--- config.mk ---
export PLATFORM = sky130hd
export DESIGN_NAME = wdog_keyed
export DESIGN_NICKNAME = d
export VERILOG_FILES = /design/src/rtl/wdog_pkg.sv /design/src/rtl/wdog_ctrl_reg.sv /design/src/rtl/wdog_tick_counter.sv /design/src/rtl/wdog_keyed.sv
export SDC_FILE = /design/constraint.sdc
export NUM_CORES = 1
export LEC_CHECK = 0
export BUFFER_PORTS_ARGS = -buffer_cell sky130_fd_sc_hd__buf_2
export CORE_MARGIN = 2
export CORE_UTILIZATION = 47
export CTS_CLUSTER_DIAMETER = 80
export DETAILED_ROUTE_END_ITERATION = 6
export GPL_ROUTABILITY_DRIVEN = 0
export PLACE_DENSITY = 0.79
export SLEW_MARGIN = 25
export SYNTH_ARGS = -nofsm -noshare
export SYNTH_HDL_FRONTEND = slang
export SYNTH_SLANG_ARGS = --single-unit
--- constraint.sdc ---
create_clock -name clk -period 2.1 [get_ports clk]
set_input_delay 0.105 -clock clk [delete_from_list [all_inputs] [get_ports clk]]
set_output_delay 0.105 -clock clk [all_outputs]
set_load 0.02 [all_outputs]
--- src/rtl/wdog_pkg.sv ---
package wdog_pkg;
  localparam int DATA_W   = 16;
  localparam int CNT_W    = 16;
  localparam logic [7:0] KEY_WR = 8'h5A;
  localparam logic [7:0] TAG_RD = 8'h69;

  // lower-byte bit positions
  localparam int HOLD_B  = 7;
  localparam int CLR_B   = 3;
  localparam int SRC_B   = 2;

  // log2 of each interval length
  localparam int IVL_LOG2_0 = 15;
  localparam int IVL_LOG2_1 = 13;
  localparam int IVL_LOG2_2 = 9;
  localparam int IVL_LOG2_3 = 6;

  function automatic logic [CNT_W-1:0] ivl_last(input logic [1:0] sel);
    logic [CNT_W:0] len;
    case (sel)
      2'd0:    len = (CNT_W+1)'(1) << IVL_LOG2_0;
      2'd1:    len = (CNT_W+1)'(1) << IVL_LOG2_1;
      2'd2:    len = (CNT_W+1)'(1) << IVL_LOG2_2;
      default: len = (CNT_W+1)'(1) << IVL_LOG2_3;
    endcase
    return CNT_W'(len - 1'b1);
  endfunction
endpackage

--- src/rtl/wdog_ctrl_reg.sv ---
module wdog_ctrl_reg
  import wdog_pkg::*;
(
  input  logic              clk,
  input  logic              rst_n,
  input  logic              wr_en,
  input  logic [DATA_W-1:0] wdata,
  input  logic              expire,
  output logic [7:0]        ctrl_o,
  output logic              key_bad_o,
  output logic              wr_ok_o,
  output logic              cnt_clr_o,
  output logic [DATA_W-1:0] rdata_o
);
  logic [7:0] ctrl_q;
  logic [7:0] ctrl_new;

  assign wr_ok_o   = wr_en && (wdata[DATA_W-1:8] == KEY_WR);
  assign key_bad_o = wr_en && (wdata[DATA_W-1:8] != KEY_WR);
  assign ctrl_new  = wdata[7:0] & ~(8'(1) << CLR_B);
  assign cnt_clr_o = wr_ok_o && (wdata[CLR_B] || (ctrl_new[2:0] != ctrl_q[2:0]));

  always_ff @(posedge clk or negedge rst_n) begin
    if (!rst_n)       ctrl_q <= 8'h00;
    else if (wr_ok_o) ctrl_q <= ctrl_new;
    else if (expire)  ctrl_q <= 8'h00;
  end

  assign ctrl_o  = ctrl_q;
  assign rdata_o = {TAG_RD, ctrl_q};

  assert_bad_key_keeps_reg_R3: assert property (@(posedge clk) disable iff (!rst_n)
    (key_bad_o && !expire) |=> $stable(ctrl_q));
  assert_clear_bit_not_stored_R8: assert property (@(posedge clk) disable iff (!rst_n)
    wr_ok_o |=> !ctrl_q[CLR_B]);
endmodule

--- src/rtl/wdog_tick_counter.sv ---
module wdog_tick_counter
  import wdog_pkg::*;
(
  input  logic       clk,
  input  logic       rst_n,
  input  logic       fast_tick,
  input  logic       slow_tick,
  input  logic [7:0] ctrl,
  input  logic       wr_ok,
  input  logic       cnt_clr,
  output logic       expire_o,
  output logic [CNT_W-1:0] cnt_o
);
  logic [CNT_W-1:0] cnt_q;
  logic [CNT_W-1:0] last;
  logic             tick;
  logic             run;

  assign tick = ctrl[SRC_B] ? slow_tick : fast_tick;
  assign last = ivl_last(ctrl[1:0]);
  assign run  = tick && !ctrl[HOLD_B] && !wr_ok;
  assign expire_o = run && (cnt_q == last);

  always_ff @(posedge clk or negedge rst_n) begin
    if (!rst_n)        cnt_q <= '0;
    else if (cnt_clr)  cnt_q <= '0;
    else if (expire_o) cnt_q <= '0;
    else if (run)      cnt_q <= cnt_q + 1'b1;
  end

  assign cnt_o = cnt_q;

  assert_cnt_within_interval_R5: assert property (@(posedge clk) disable iff (!rst_n)
    cnt_q <= last);
  assert_hold_freezes_R7: assert property (@(posedge clk) disable iff (!rst_n)
    (ctrl[HOLD_B] && !wr_ok) |=> $stable(cnt_q));
  assert_plain_write_freezes_R10: assert property (@(posedge clk) disable iff (!rst_n)
    (wr_ok && !cnt_clr) |=> $stable(cnt_q));
endmodule

--- src/rtl/wdog_keyed.sv ---
module wdog_keyed
  import wdog_pkg::*;
(
  input  logic              clk,
  input  logic              rst_n,
  input  logic              fast_tick,
  input  logic              slow_tick,
  input  logic              bus_sel,
  input  logic              bus_we,
  input  logic [DATA_W-1:0] bus_wdata,
  output logic [DATA_W-1:0] bus_rdata,
  output logic              rst_req
);
  logic [7:0]       ctrl;
  logic             key_bad;
  logic             wr_ok;
  logic             cnt_clr;
  logic             expire;
  logic [CNT_W-1:0] cnt;

  wdog_ctrl_reg u_reg (
    .clk, .rst_n,
    .wr_en(bus_sel && bus_we), .wdata(bus_wdata), .expire,
    .ctrl_o(ctrl), .key_bad_o(key_bad), .wr_ok_o(wr_ok),
    .cnt_clr_o(cnt_clr), .rdata_o(bus_rdata)
  );

  wdog_tick_counter u_cnt (
    .clk, .rst_n, .fast_tick, .slow_tick,
    .ctrl, .wr_ok, .cnt_clr,
    .expire_o(expire), .cnt_o(cnt)
  );

  always_ff @(posedge clk or negedge rst_n) begin
    if (!rst_n) rst_req <= 1'b0;
    else        rst_req <= expire || key_bad;
  end

  assert_bad_key_resets_R3: assert property (@(posedge clk) disable iff (!rst_n)
    key_bad |=> rst_req);
  assert_timeout_reinit_R9: assert property (@(posedge clk) disable iff (!rst_n)
    (expire && !wr_ok) |=> (rst_req && ctrl == 8'h00 && cnt == '0));
  assert_req_has_cause_R9: assert property (@(posedge clk) disable iff (!rst_n)
    $rose(rst_req) |-> $past(expire || key_bad));
endmodule

==> impl_metrics.sql, run 1 <==
INSERT INTO impl_metrics (metric_group, metric, value, unit) VALUES
('power', 'power', '1.18', 'mW'),
('clock_network', 'cts_max_path_buffers', '2', ''),
('finish', 'syn2layout_area_growth', '21.0', '%'),
('min_path', 'hold_path_end', 'u_reg.ctrl_o[2]$_DFFE_PN0P_', ''),
('global_route', 'grt_start_max_net_pins', '29', ''),
('synth', 'synth_area_leader_cell', 'dfrtp_1', ''),
('timing', 'finalMaxSlewViolations', '0', ''),
('critical_path', 'startpoint_type', 'register', ''),
('clock_network', 'cts_htree_levels', '1', ''),
('critical_path', 'worst_r2r_endpoint', 'u_reg.ctrl_o[2]$_DFFE_PN0P_', ''),
('timing', 'setup_viols_final', '0', ''),
('synth', 'flip_flop_cell_with_the_highest_count_after_synthesis', 'dfrtp_1', ''),
('floorplan', 'design.portCount', '39', ''),
('synth', 'synth-edff-count', '0', ''),
('floorplan', 'die_width', '60.9', 'µm'),
('power', 'proportion_of_power_drawn_by_combinational_gates', '0.281', ''),
('timing', 'report.final.hold_viol_count', '0', ''),
('finish', 'fin_nets', '225', ''),
('drt', 'routed_wirelength', '3470', 'µm'),
('drt', 'drcViolationCount', '0', ''),
('critical_path', 'rrSetupSlack', '0.11', 'ns'),
('drt', 'drt-pass1-iter-count', '4', ''),
('clock_network', 'clock_buffer_count_from_cts', '3', ''),
('global_route', 'global_route_wire_length_before_repair', '5780', 'µm'),
('critical_path', 'crit_path_class', 'register to register', ''),
('timing', 'tns', '0', 'ns'),
('critical_path', 'cp_data_arrival_time', '2.21', 'ns'),
('floorplan', 'fp.coreArea', '3050', 'µm²'),
('power', 'switching_power', '417', 'µW'),
('critical_path', 'worst_r2r_start', 'u_cnt.cnt_o[9]$_DFFE_PN0P_', ''),
('critical_path', 'crit_path_max_fanout', '8', ''),
('clock_network', 'clock_tree.root_cell', 'clkbuf_4', ''),
('power', 'static_leakage', '0.808', 'nW'),
('drt', 'vias', '1345', ''),
('clock_network', 'cts_tree', 'yes', ''),
('drt', 'violation_count_after_the_first_detailed_routing_iteration', '46', ''),
('outcome', 'status', 'finished clean', ''),
('min_path', 'min-delay-start', 'bus_wdata[2]', ''),
('synth', 'synth-seq-area-share', '0.395', ''),
('power', 'clkPwrFrac', '0.185', ''),
('drt', 'avgViaCountPerCell', '5.49', ''),
('finish', 'fraction_of_layout_cells_with_a_size_suffix_above_1', '0.289', ''),
('placed_design', 'dp_hpwl', '2460', 'µm'),
('floorplan', 'dieArea', '3700', 'µm²'),
('synth', 'syn_avg_cell_area', '9.67', 'µm²'),
('critical_path', 'worstRegToRegCells', '5', ''),
('power', 'cellInternalPower', '761', 'µW'),
('global_route', 'global_route_overflow', '0', ''),
('synth', 'post_synth_num_cell_types', '47', ''),
('synth', 'synth_area_leaders', 'dfrtp_1 40%, buf_4 4.4%, nand2_1 4.4%, a22o_1 3.5%, a21oi_1 3.3%', ''),
('min_path', 'hold_path_class', 'input port to register', ''),
('placed_design', 'port_buffer_cells', '29', ''),
('timing', 'fin_crit_sh', '0.946', ''),
('clock_network', 'worstSkewPairLatency', '0.33', 'ns'),
('power', 'switching_share', '0.354', ''),
('min_path', 'min_delay_path_depth', '2', ''),
('clock_network', 'cts.reportedPaths.clkPinSlew', '0.14', 'ns'),
('synth', 'netlist_area', '1520', 'µm²'),
('global_route', 'antenna_found_initial', '0', ''),
('timing', 'max_slew_headroom', '0.646', ''),
('critical_path', 'critPathMaxStageDelay', '0.55', 'ns'),
('timing', 'achievable-frequency', '504', 'MHz'),
('floorplan', 'effective_utilization_at_floorplan', '0.498', ''),
('global_route', 'gr-usage-all-layers', '0.210', ''),
('timing', 'skew', '0.0128', 'ns'),
('critical_path', 'worstSetupEndpointType', 'register', ''),
('synth', 'yosysWarnings', '0', ''),
('critical_path', 'slowest_stage', 'or4b_4', ''),
('finish', 'antenna-diode-count', '0', ''),
('finish', 'nFillCells', '270', ''),
('drt', 'drt-wirelength-per-cell', '14.2', 'µm');
==> synthesized netlist by cell type, types with 2 or more instances <==
cell type / n
conb_1: 2
nor2_1: 3
nand4_1: 4
xor2_1: 3
a22o_1: 6
o21ai_1: 2
nor4_1: 2
buf_2: 2
clkbuf_1: 2
nor4bb_1: 3
nand3_1: 7
nand2b_1: 3
or4b_1: 2
buf_6: 3
dfrtp_1: 24
mux2i_1: 3
inv_1: 3
a21oi_1: 10
a31oi_1: 3
o21ai_0: 5
or3_1: 6
buf_4: 9
nand2_1: 18
or4_1: 6
o31ai_1: 4
==> final cells by class <==
cell class	instances	area, µm²	area share
Timing Repair Buffer	49	323	0.176
Clock buffer	4	26.3	0.0143
Tap cell	44	55.1	0.0300
Multi-Input combinational cell	121	821	0.447
Inverter	3	11.3	0.00613
Sequential cell	24	602	0.327
==> per-layer routing <==
metal | wire (µm) | track usage
met4 | 15 | 0.0590
met2 | 1690 | 0.370
met3 | 178 | 0.0341
met1 | 1590 | 0.266
met5 | 0 | 0
==> registers in the layout, indices dropped and copies added, names as in the netlist <==
register,cells
u_cnt.cnt_o,16
u_reg.ctrl_o,7
rst_req,1
==> power groups by stage <==
stage                     clock network (mW)  registers (mW)  logic (mW)
after floorplan                            0           0.631       0.199
after global placement                     0           0.633       0.298
after detailed placement                   0           0.639       0.314
after CTS                              0.222           0.630       0.322
after global routing                   0.252           0.645       0.364
final                                  0.218           0.629       0.331
==> cell usage in the layout, fill, tap and decap left out, types with 5 or more instances in the layout <==
master / instances
o21ai_0: 5
nand2_1: 18
dlygate4sd3_1: 7
a21oi_1: 10
buf_4: 11
conb_1: 9
dfrtp_1: 23
nand3_1: 7
a22o_1: 6
or4_1: 6
buf_2: 29
or3_1: 6
==> logic make-up (layout without fill, tap and decap cells) <==
kind of cell	count (synthesis)	count (layout)	synth area share
xor gates and xnor gates	3	3	0.0173
AOI/OAI and AO/OA	38	38	0.185
muxes	4	4	0.0346
buffers and inverters	19	56	0.0857
adders and majority gates	1	1	0.00824
other	2	9	0.00494
DFF	24	24	0.395
and+or+nand+nor	66	66	0.269
==> worst max-delay path by stage <==
stage | start | to | depth (start not counted)
final | u_cnt.cnt_o[9]$_DFFE_PN0P_ | u_reg.ctrl_o[2]$_DFFE_PN0P_ | 5
after global routing | u_cnt.cnt_o[0]$_DFFE_PN0P_ | u_cnt.cnt_o[14]$_DFFE_PN0P_ | 6
after CTS | u_cnt.cnt_o[0]$_DFFE_PN0P_ | u_cnt.cnt_o[14]$_DFFE_PN0P_ | 6
after detailed placement | u_reg.ctrl_o[1]$_DFFE_PN0P_ | u_reg.ctrl_o[5]$_DFFE_PN0P_ | 5
after global placement | u_reg.ctrl_o[1]$_DFFE_PN0P_ | u_reg.ctrl_o[0]$_DFFE_PN0P_ | 5
after floorplan | u_reg.ctrl_o[1]$_DFFE_PN0P_ | u_reg.ctrl_o[1]$_DFFE_PN0P_ | 7
==> worst max-delay path, delay by kind of cell, from the launching register on <==
| family | cells | cell delay (ns) |
|---|---|---|
| compound gates | 3 | 0.67 |
| simple gates | 2 | 0.79 |
| flops | 1 | 0.42 |
==> through the flow <==
stage | worst slack, ns | hold slack, ns | utilization | instances | area [µm²]
global placement | 0.141 | 0.111 | 0.564 | 232 | 1720
CTS | 0.0684 | 0.0134 | 0.589 | 241 | 1800
global route | 0.00198 | 0.0160 | 0.602 | 245 | 1840
finish | 0.114 | 0.0266 | 0.602 | 245 | 1840
floorplan | 0.0342 | -0.191 | - | 164 | 1550
detailed placement | 0.0992 | 0.122 | 0.564 | 232 | 1720
==> what timing repair did <==
action,in CTS,in global routing
hold buffers,5,2
hold endpoints to repair,28,2
buffers inserted,0,2
gates resized for setup,0,1
setup endpoints to repair,0,8
Note: power is estimated with default switching activity, not from simulation.
==> inputs of run 2 (changes only) <==
- CORE_ASPECT_RATIO: default -> 0.9
==> run 2 against run 1 <==
First-iteration DRC count is 41% higher. Clock power increased by 14%. Sequential cell count unchanged. Via count down 0.22%. Register-to-register slack got worse by 0.04 ns. Final area is 0.61% lower. Hold slack got worse by 0.014 ns. Sequential power hardly changed. Wire length down 5.0%. Clock skew fell by 0.0018 ns. Clock-buffer cell count is the same. Critical path type unchanged. Largest cell class unchanged.
==> impl_metrics.sql, run 2 (synthesized netlist as in run 1, its figures left out) <==
INSERT INTO impl_metrics (metric_group, metric, value, unit) VALUES
('outcome', 'status', 'finished clean', ''),
('critical_path', 'cp_top_family', 'simple AND/OR/NAND/NOR gates', ''),
('critical_path', 'worstRegToRegCells', '5', ''),
('critical_path', 'crit_path_class', 'register to register', ''),
('power', 'clkPwrFrac', '0.204', ''),
('floorplan', 'standard_cell_row_count', '19', ''),
('placed_design', 'place_inst', '230', ''),
('floorplan', 'dieArea', '3700', 'µm²'),
('drt', 'drt-wirelength-per-cell', '13.7', 'µm'),
('global_route', 'antenna_found_initial', '0', ''),
('timing', 'rsz0062_at_grt', 'false', ''),
('power', 'switching_share', '0.353', ''),
('power', 'vdd_ir_drop_max', '291', 'µV'),
('clock_network', 'clock_buffer_count_from_cts', '3', ''),
('timing', 'skew', '0.0110', 'ns'),
('flow_run', 'max_cap_viol_count', '0', ''),
('finish', 'most-common-layout-cells', '29 x buf_2, 23 x dfrtp_1, 18 x nand2_1, 12 x buf_4, 10 x a21oi_1', ''),
('finish', 'fraction_of_layout_cells_with_a_size_suffix_above_1', '0.298', ''),
('timing', 'setup_viols_final', '0', ''),
('finish', 'syn2layout_area_growth', '20.3', '%'),
('placed_design', 'port_buffer_cells', '29', ''),
('finish', 'fin_nets', '222', ''),
('finish', 'antenna-diode-count', '0', ''),
('drt', 'drt-pass1-iter-count', '4', ''),
('floorplan', 'floorplan.die.height', '57.9', 'µm'),
('timing', 'fin_crit_sh', '0.964', ''),
('power', 'power', '1.22', 'mW'),
('timing', 'finalMaxSlewViolations', '0', ''),
('critical_path', 'crit_buf_inv', '0', ''),
('critical_path', 'cp_data_arrival_time', '2.24', 'ns'),
('global_route', 'grt_start_max_net_pins', '29', ''),
('timing', 'worst_pin_slew', '0.519', 'ns'),
('timing', 'tns', '0', 'ns'),
('power', 'proportion_of_power_drawn_by_combinational_gates', '0.279', ''),
('power', 'pwr_density_cell', '669', 'nW/µm²'),
('finish', 'register_area', '602', 'µm²'),
('clock_network', 'cts.reportedPaths.clkPinSlew', '0.14', 'ns'),
('drt', 'drcViolationCount', '0', ''),
('clock_network', 'cts_tree', 'yes', ''),
('finish', 'flip_flop_count_of_the_largest_register_all_copies_and_words_added', '16', ''),
('power', 'switching_power', '431', 'µW'),
('timing', 'min_period', '2.02', 'ns'),
('finish', 'nFillCells', '278', ''),
('drt', 'routed_wirelength', '3300', 'µm'),
('global_route', 'first_global_vias', '1299', ''),
('drt', 'violation_count_after_the_first_detailed_routing_iteration', '65', ''),
('critical_path', 'critical_path_required', '2.32', 'ns'),
('drt', 'detail-route-antenna-nets', '0', ''),
('critical_path', 'rrSetupSlack', '0.08', 'ns'),
('finish', 'multi_input_gate_area', '830', 'µm²'),
('critical_path', 'startpoint_type', 'register', ''),
('power', 'static_leakage', '0.809', 'nW'),
('timing', 'achievable-frequency', '494', 'MHz'),
('global_route', 'global_route_wire_length_before_repair', '5580', 'µm'),
('clock_network', 'cts_htree_levels', '1', ''),
('drt', 'avgViaCountPerCell', '5.59', ''),
('min_path', 'hold_path_class', 'input port to register', ''),
('global_route', 'global_route_overflow', '0', ''),
('power', 'cellInternalPower', '791', 'µW'),
('critical_path', 'critical_path.cell_chain', 'or4b_4 -> a211oi_4 -> o2111ai_4 -> and2_4 -> a22o_1', ''),
('timing', 'hold_slack', '0.0123', 'ns'),
('finish', 'mostFrequentLayoutCell', 'buf_2', ''),
('timing', 'max_slew_headroom', '0.654', ''),
('drt', 'vias', '1342', ''),
('floorplan', 'design.portCount', '39', ''),
('min_path', 'min_delay_path_depth', '2', ''),
('floorplan', 'die_width', '63.9', 'µm'),
('finish', 'final-instance-count-excl-fill', '240', ''),
('power', 'seq_power_share', '0.517', ''),
('floorplan', 'fp.coreArea', '3070', 'µm²'),
('critical_path', 'critPathMaxStageDelay', '0.55', 'ns'),
('critical_path', 'crit_path_max_fanout', '9', ''),
('critical_path', 'slowest_stage', 'or4b_4', ''),
('placed_design', 'dp_hpwl', '2410', 'µm'),
('clock_network', 'worstSkewPairLatency', '0.33', 'ns'),
('clock_network', 'clock_tree.root_cell', 'clkbuf_4', ''),
('clock_network', 'cts.sinks', '24', ''),
('clock_network', 'cts_max_path_buffers', '2', ''),
('global_route', 'gr-usage-all-layers', '0.193', ''),
('critical_path', 'worstSetupEndpointType', 'register', ''),
('floorplan', 'effective_utilization_at_floorplan', '0.495', ''),
('timing', 'report.final.hold_viol_count', '0', ''),
('critical_path', 'path_depth', '5', '');
-- run 2: cell count changes in the layout (fill, tap and decap cells not counted), sizes merged --
| cell | before | now |
|---|---|---|
| dlygate4sd3 | 7 | 4 |
| buf | 41 | 42 |
| clkbuf | 5 | 4 |
-- run 2: timing repair --
item                                    4_1_cts  5_1_grt
hold endpoints to repair                     27        0
buffers inserted                              0        2
gates resized for setup                       0        2
endpoints found under the setup margin        0        7
hold buffers                                  4        0
-- run 2: power by group through the flow --
stage	clock network (mW)	registers [mW]	logic, mW
4_1_cts	0.259	0.634	0.323
6_report	0.249	0.631	0.341
5_1_grt	0.272	0.648	0.386
2_1_floorplan	0	0.631	0.199
3_3_place_gp	0	0.634	0.299
3_5_place_dp	0	0.643	0.316
-- run 2: metal layers --
layer,vias to the layer above,routed length [µm],global-route usage,share of wire
met4,0,21,0.0280,0.0064
met2,42,1660,0.348,0.50
met5,-,0,0,0
met3,4,191,0.0505,0.058
met1,645,1420,0.239,0.43
li1,651,-,-,-
-- run 2: final cells by class --
class                   instances  share of cell area
multi-input cells             121               0.454
well taps                      42              0.0288
flip-flops and latches         24               0.329
repair buffers                 46               0.162
inverters                       3             0.00616
clock buffers                   4              0.0199
-- run 2: final timing paths --
check                                            start                          end
min reg2reg                u_reg.ctrl_o[5]$_DFFE_PN0P_  u_reg.ctrl_o[5]$_DFFE_PN0P_
max                         u_cnt.cnt_o[9]$_DFFE_PN0P_  u_reg.ctrl_o[6]$_DFFE_PN0P_
min in group asynchronous                        rst_n   u_cnt.cnt_o[6]$_DFFE_PN0P_
max in group asynchronous                        rst_n  u_reg.ctrl_o[1]$_DFFE_PN0P_
min                                       bus_wdata[6]  u_reg.ctrl_o[6]$_DFFE_PN0P_
max reg2reg                 u_cnt.cnt_o[9]$_DFFE_PN0P_  u_reg.ctrl_o[6]$_DFFE_PN0P_
-- run 2: through the flow --
step | instance area, µm² | utilization | setup slack, ns
6_report | 1830 | 0.596 | 0.0765
5_1_grt | 1830 | 0.596 | 0.00208
4_1_cts | 1800 | 0.586 | 0.0737
3_5_place_dp | 1720 | 0.561 | 0.0923
3_3_place_gp | 1720 | 0.561 | 0.152
2_1_floorplan | 1550 | - | 0.0342
